$ cat src/rtl/swe_pkg.sv
package swe_pkg;
  localparam int         PERR_DELAY = 3;
  localparam logic [3:0] MSG_CLASS_COMPLETER_ERR = 4'h2;
  localparam logic [7:0] MSG_INDEX_SPLIT_WR_DATA = 8'h01;
  localparam int         NUM_STICKY = 3;
  localparam int         STK_DPE    = 0;
  localparam int         STK_IDPE   = 1;
  localparam int         STK_ISCEM  = 2;
endpackage

$ cat src/rtl/swe_delay_line.sv
module swe_delay_line #(
  parameter int W     = 16,
  parameter int DEPTH = 3
) (
  input  logic         clk,
  input  logic         rst_n,
  input  logic         in_vld,
  input  logic [W-1:0] in_dat,
  output logic         out_vld,
  output logic [W-1:0] out_dat
);
  logic [DEPTH-1:0] vld_q, vld_d;
  logic [W-1:0]     dat_q [DEPTH];
  logic [W-1:0]     dat_d [DEPTH];

  always_comb begin
    vld_d[0] = in_vld;
    dat_d[0] = in_vld ? in_dat : dat_q[0];
  end

  for (genvar s = 1; s < DEPTH; s++) begin : g_stage
    always_comb begin
      vld_d[s] = vld_q[s-1];
      dat_d[s] = vld_q[s-1] ? dat_q[s-1] : dat_q[s];
    end
  end

  always_ff @(posedge clk or negedge rst_n) begin
    if (!rst_n) begin
      vld_q <= '0;
      for (int s = 0; s < DEPTH; s++) dat_q[s] <= '0;
    end else begin
      vld_q <= vld_d;
      for (int s = 0; s < DEPTH; s++) dat_q[s] <= dat_d[s];
    end
  end

  assign out_vld = vld_q[DEPTH-1];
  assign out_dat = dat_q[DEPTH-1];
endmodule

$ cat src/rtl/swe_msg_queue.sv
module swe_msg_queue #(
  parameter int W     = 16,
  parameter int DEPTH = 4
) (
  input  logic         clk,
  input  logic         rst_n,
  input  logic         push,
  input  logic [W-1:0] push_dat,
  input  logic         pop,
  output logic         empty,
  output logic         full,
  output logic [W-1:0] head
);
  localparam int AW    = $clog2(DEPTH);
  localparam int CNT_W = AW + 1;

  logic [W-1:0]     mem_q [DEPTH];
  logic [AW-1:0]    wr_q, wr_d, rd_q, rd_d;
  logic [CNT_W-1:0] cnt_q, cnt_d;
  logic             push_ok, pop_ok;

  assign empty   = (cnt_q == '0);
  assign full    = (cnt_q == CNT_W'(DEPTH));
  assign push_ok = push && !full;
  assign pop_ok  = pop && !empty;
  assign head    = mem_q[rd_q];

  always_comb begin
    wr_d  = push_ok ? wr_q + 1'b1 : wr_q;
    rd_d  = pop_ok  ? rd_q + 1'b1 : rd_q;
    cnt_d = cnt_q + {{AW{1'b0}}, push_ok} - {{AW{1'b0}}, pop_ok};
  end

  always_ff @(posedge clk or negedge rst_n) begin
    if (!rst_n) begin
      wr_q  <= '0;
      rd_q  <= '0;
      cnt_q <= '0;
      for (int i = 0; i < DEPTH; i++) mem_q[i] <= '0;
    end else begin
      wr_q  <= wr_d;
      rd_q  <= rd_d;
      cnt_q <= cnt_d;
      if (push_ok) mem_q[wr_q] <= push_dat;
    end
  end
endmodule

$ cat src/rtl/swe_sticky_bit.sv
module swe_sticky_bit (
  input  logic clk,
  input  logic rst_n,
  input  logic set,
  input  logic clr,
  output logic q
);
  logic q_d;

  always_comb begin
    q_d = q;
    if (clr) q_d = 1'b0;
    if (set) q_d = 1'b1;
  end

  always_ff @(posedge clk or negedge rst_n) begin
    if (!rst_n) q <= 1'b0;
    else        q <= q_d;
  end
endmodule

$ cat src/rtl/split_wr_err_responder.sv
module split_wr_err_responder
  import swe_pkg::*;
#(
  parameter int RID_W  = 16,
  parameter int QDEPTH = 4
) (
  input  logic             clk,
  input  logic             rst_n,
  input  logic             term_valid,
  input  logic             term_err,
  input  logic [RID_W-1:0] term_req_id,
  input  logic             mode2,
  input  logic             ctl_perr_resp,
  input  logic             msk_scem,
  input  logic             msk_dpe,
  input  logic             clr_sts_dpe,
  input  logic             clr_isr_dpe,
  input  logic             clr_isr_scem,
  input  logic             msg_ack,
  output logic             perr_n,
  output logic             msg_req,
  output logic [3:0]       msg_class,
  output logic [7:0]       msg_index,
  output logic [RID_W-1:0] msg_req_id,
  output logic             fwd_valid,
  output logic             ecc_log_stb,
  output logic             sts_dpe,
  output logic             isr_dpe,
  output logic             isr_scem
);
  logic             err_hit, perr_arm;
  logic             dl_vld;
  logic [RID_W-1:0] dl_id;
  logic             q_push, q_pop, q_empty, q_full;
  logic             fwd_q, fwd_d, ecc_q, ecc_d;
  logic [NUM_STICKY-1:0] stk_set, stk_clr, stk_q;

  assign err_hit  = term_valid && term_err;
  assign perr_arm = err_hit && ctl_perr_resp;

  // Pulse timing: the armed error walks through PERR_DELAY stages
  swe_delay_line #(.W(RID_W), .DEPTH(PERR_DELAY)) u_delay (
    .clk     (clk),
    .rst_n   (rst_n),
    .in_vld  (perr_arm),
    .in_dat  (term_req_id),
    .out_vld (dl_vld),
    .out_dat (dl_id)
  );

  assign perr_n = !dl_vld;

  // Message requests wait here for the transmitter
  assign q_push = dl_vld;
  assign q_pop  = msg_ack && msg_req;

  swe_msg_queue #(.W(RID_W), .DEPTH(QDEPTH)) u_msgq (
    .clk      (clk),
    .rst_n    (rst_n),
    .push     (q_push),
    .push_dat (dl_id),
    .pop      (q_pop),
    .empty    (q_empty),
    .full     (q_full),
    .head     (msg_req_id)
  );

  assign msg_req   = !q_empty;
  assign msg_class = MSG_CLASS_COMPLETER_ERR;
  assign msg_index = MSG_INDEX_SPLIT_WR_DATA;

  // Forwarding and ECC logging strobes
  always_comb begin
    fwd_d = term_valid && !perr_arm;
    ecc_d = err_hit && mode2;
  end

  always_ff @(posedge clk or negedge rst_n) begin
    if (!rst_n) begin
      fwd_q <= 1'b0;
      ecc_q <= 1'b0;
    end else begin
      fwd_q <= fwd_d;
      ecc_q <= ecc_d;
    end
  end

  assign fwd_valid   = fwd_q;
  assign ecc_log_stb = ecc_q;

  // Sticky status bits
  always_comb begin
    stk_set[STK_DPE]   = err_hit;
    stk_set[STK_IDPE]  = err_hit && !msk_dpe;
    stk_set[STK_ISCEM] = dl_vld && !msk_scem;
    stk_clr[STK_DPE]   = clr_sts_dpe;
    stk_clr[STK_IDPE]  = clr_isr_dpe;
    stk_clr[STK_ISCEM] = clr_isr_scem;
  end

  for (genvar b = 0; b < NUM_STICKY; b++) begin : g_sticky
    swe_sticky_bit u_bit (
      .clk   (clk),
      .rst_n (rst_n),
      .set   (stk_set[b]),
      .clr   (stk_clr[b]),
      .q     (stk_q[b])
    );
  end

  assign sts_dpe  = stk_q[STK_DPE];
  assign isr_dpe  = stk_q[STK_IDPE];
  assign isr_scem = stk_q[STK_ISCEM];
endmodule

$ cat config.mk
export PLATFORM = sky130hd
export DESIGN_NAME = split_wr_err_responder
export DESIGN_NICKNAME = d
export VERILOG_FILES = /design/src/rtl/swe_pkg.sv /design/src/rtl/swe_delay_line.sv /design/src/rtl/swe_msg_queue.sv /design/src/rtl/swe_sticky_bit.sv /design/src/rtl/split_wr_err_responder.sv
export SDC_FILE = /design/constraint.sdc
export NUM_CORES = 1
export LEC_CHECK = 0
export BUFFER_PORTS_ARGS = -buffer_cell sky130_fd_sc_hd__buf_4
export CAP_MARGIN = 0
export CELL_PAD_IN_SITES_DETAIL_PLACEMENT = 0
export CELL_PAD_IN_SITES_GLOBAL_PLACEMENT = 1
export CORE_MARGIN = 1.5
export CORE_UTILIZATION = 45
export CTS_CLUSTER_SIZE = 16
export DETAILED_ROUTE_END_ITERATION = 8
export PLACE_DENSITY = 0.71
export RECOVER_POWER = 50
export SLEW_MARGIN = 20
export SYNTH_ARGS = -nofsm -noshare
export SYNTH_HDL_FRONTEND = slang
export SYNTH_SLANG_ARGS = --single-unit
$ cat constraint.sdc
create_clock -name clk -period 2.9 [get_ports clk]
set_clock_uncertainty 0.2 [all_clocks]
set_input_delay 0.58 -clock clk [delete_from_list [all_inputs] [get_ports clk]]
set_output_delay 0.58 -clock clk [all_outputs]
set_load 0.02 [all_outputs]
==> out/metrics.cfg <==
[routing]
avgRoutedWirePerCell_um = 17.1
drt_pre_antenna_iters = 4
via_count = 2769
drt.antenna.violating_nets = 0
drc_errors = 0
first_iter_violations = 120
finalWirelength_um = 9360
vias_per_cell = 5.06

[clocking]
clk_root_buffer_cell = sky130_fd_sc_hd__clkbuf_16
cts_tree = built
cts_htree_levels = 4
ctsResizeCount = 0
post-cts-setup-buffers = 0
clkLatencyLatePin_ns = 0.41
cts_hold_buffers = 0
numClockSinks = 127
clk_path_buf_depth = 2
clk_pin_slew_ns = 0.05
cts_buffers = 17

[cells_and_area]
final_core_utilization = 0.544
area_delta_synth_final_pct = 18.3
layout_commonest_cell = sky130_fd_sc_hd__dfrtp_1
finalNonFillerCells = 547
most-common-layout-cells = 127 x sky130_fd_sc_hd__dfrtp_1, 73 x sky130_fd_sc_hd__mux2_2, 54 x sky130_fd_sc_hd__buf_4, 40 x sky130_fd_sc_hd__mux2_4, 17 x sky130_fd_sc_hd__clkbuf_16
fillCellCount = 987
diodes = 0
post_route_cells_drive_above_1_share = 0.553
final_nets = 422

[critical_path]
worst_ep_required_time_ns = 2.12
rr_startpoint = u_msgq.cnt_q[1]
r2r-end = u_msgq.cnt_q[2]
worst-endpoint-arrival_ns = 1.83
reg2reg_setup_slack_ns = 0.60
setup.worst_path.end_class = output port
worstSetupPathType = flip-flop to output port
rr_worst_depth = 7
worstSetupStartpointType = flip-flop
crit_path_max_fanout = 18

[global_route]
grt_remaining_overflow = 0
grt.total_usage = 0.166
grt_start_max_net_pins = 50
first_pass_grt_wire_length_um = 15900
first_global_vias = 2961
antenna_violations_before_repair = 0

[outcome]
status = finished clean

[power]
power_per_cell_area_nw_per_um2 = 1110
p_int_uw = 5160
power.total_uw = 7220
power_frac_seq = 0.405
power.share.switching = 0.285
part_of_the_total_power_dissipated_in_combinational_logic = 0.298
power.switching_uw = 2050
clkPwrFrac = 0.297
vdd.ir_drop.worst_uv = 535
total_leakage_power_uw = 0.00307

[timing]
period_share = 0.900
final-setup-viol-count = 0
final-max-slew-violation-count = 0
tns_ns = 0
rsz0062_at_grt = false
achievable-frequency_mhz = 383
hold_slack_ns = 0.145
fin_crit_ns = 2.61
maxSlewHeadroom = 0.198
tightest_slew_ns = 1.20
number_of_hold_slack_violations_in_the_final_timing_report = 0

[synthesis]
synth_area_per_cell_um2 = 16.8
yosys_register_bits = 127
yosysSeqAreaShare = 0.577
synth-main-ff-cell = sky130_fd_sc_hd__dfrtp_1
post_synth_num_cell_types = 25
post_synth_inst_count = 327
postSynth.asyncResetShare = 1.00
yosysWarningCount = 0
cell_area_after_synthesis_um2 = 5500
synth-edff-count = 0

[floorplan]
dieHeight_um = 114
ioPinCount = 63
core-area_um2 = 12000
fp-row-count = 40
die_width_um = 114
floorplan.initialDensity = 0.460
die_area_um2 = 12900

[hold_path]
holdCritPathClass = input pin to flip-flop
hp-start = msk_dpe
holdPathEnd = g_sticky[1].u_bit.q
hold-path-cell-count = 2

[placed_design]
detailed_place_hpwl_um = 5870
port_buffers = 50
gpl.final_weighted_congestion = 0.678
dpl.cell_count = 515

[flow_run]
max_cap_violations = 0

[sequential cells by signal, summed over array words and instances (netlist names)]
register / count
u_delay.dat_q: 32
u_delay.vld_q: 3
u_msgq.wr_q: 2
u_msgq.rd_q: 2
ecc_log_stb: 1
g_sticky.u_bit.q: 3
u_msgq.cnt_q: 3
u_msgq.mem_q: 64
fwd_valid: 1
u_delay.out_dat: 16
[layout make-up]
class                           count  area, µm²  area share
Tap cell                          147        184      0.0282
Multi-Input combinational cell    169       2070       0.317
Timing Repair Buffer               60        432      0.0663
Clock buffer                       20        467      0.0717
Inverter                           12       45.0     0.00692
Clock inverter                     12        140      0.0215
Sequential cell                   127       3180       0.488
[cell usage after synthesis (4+ instances only)]
cell                         n  area (µm²)
sky130_fd_sc_hd__dfrtp_1   127        3180
sky130_fd_sc_hd__mux2_2     73         822
sky130_fd_sc_hd__mux2_4     40         601
sky130_fd_sc_hd__mux4_2     16         360
sky130_fd_sc_hd__buf_4      12        90.1
sky130_fd_sc_hd__inv_1      12        45.0
sky130_fd_sc_hd__ha_1        6        75.1
sky130_fd_sc_hd__and3_1      5        31.3
sky130_fd_sc_hd__clkbuf_1    5        18.8
sky130_fd_sc_hd__buf_12      4        80.1
sky130_fd_sc_hd__buf_6       4        45.0
[metal layers]
| layer | track usage | routed length (µm) |
|---|---|---|
| met2 | 0.247 | 4400 |
| met5 | 0 | 0 |
| met1 | 0.226 | 4470 |
| met4 | 0.0725 | 134 |
| met3 | 0.0505 | 346 |
[critical path: stages (launching register included)]
cell	delay, ns
sky130_fd_sc_hd__dfrtp_1	0.32
sky130_fd_sc_hd__buf_4	0.34
sky130_fd_sc_hd__mux4_2	0.58
sky130_fd_sc_hd__buf_4	0.18
[through the flow]
| stage | instance area, µm² | setup WS [ns] |
|---|---|---|
| floorplan | 5540 | 0.654 |
| global placement | 5940 | 0.624 |
| detailed placement | 5940 | 0.579 |
| CTS | 6540 | 0.236 |
| global route | 6510 | 0.163 |
| finish | 6510 | 0.290 |
[cells by family after synthesis]
logic type,Yosys count,share of synthesized area
xor+xnor,5,0.00796
mux,129,0.324
fa+ha+maj,7,0.0173
simple gates,12,0.0132
flops,127,0.577
compound gates,4,0.00500
other cells,2,0.00136
buf+inv,41,0.0539
[power by group through the flow]
stage	clock (µW)	sequential [µW]	combinational, µW
2_1_floorplan	0	2770	1670
3_3_place_gp	0	2900	2140
3_5_place_dp	0	2930	2190
4_1_cts	2200	2920	2200
5_1_grt	2290	3010	2320
6_report	2150	2920	2150
[worst max-delay path by stage]
stage | depth (start not counted) | startpoint | to | slack (ns)
2_1_floorplan | 3 | u_msgq.rd_q[0] | msg_req_id[10] | 0.65
4_1_cts | 3 | u_msgq.rd_q[0] | msg_req_id[6] | 0.24
3_3_place_gp | 8 | msg_ack | u_msgq.cnt_q[2] | 0.62
6_report | 3 | u_msgq.rd_q[0] | msg_req_id[6] | 0.29
5_1_grt | 3 | u_msgq.rd_q[0] | msg_req_id[6] | 0.16
3_5_place_dp | 8 | msg_ack | u_msgq.cnt_q[2] | 0.58
(Power assumes the default switching activity.)
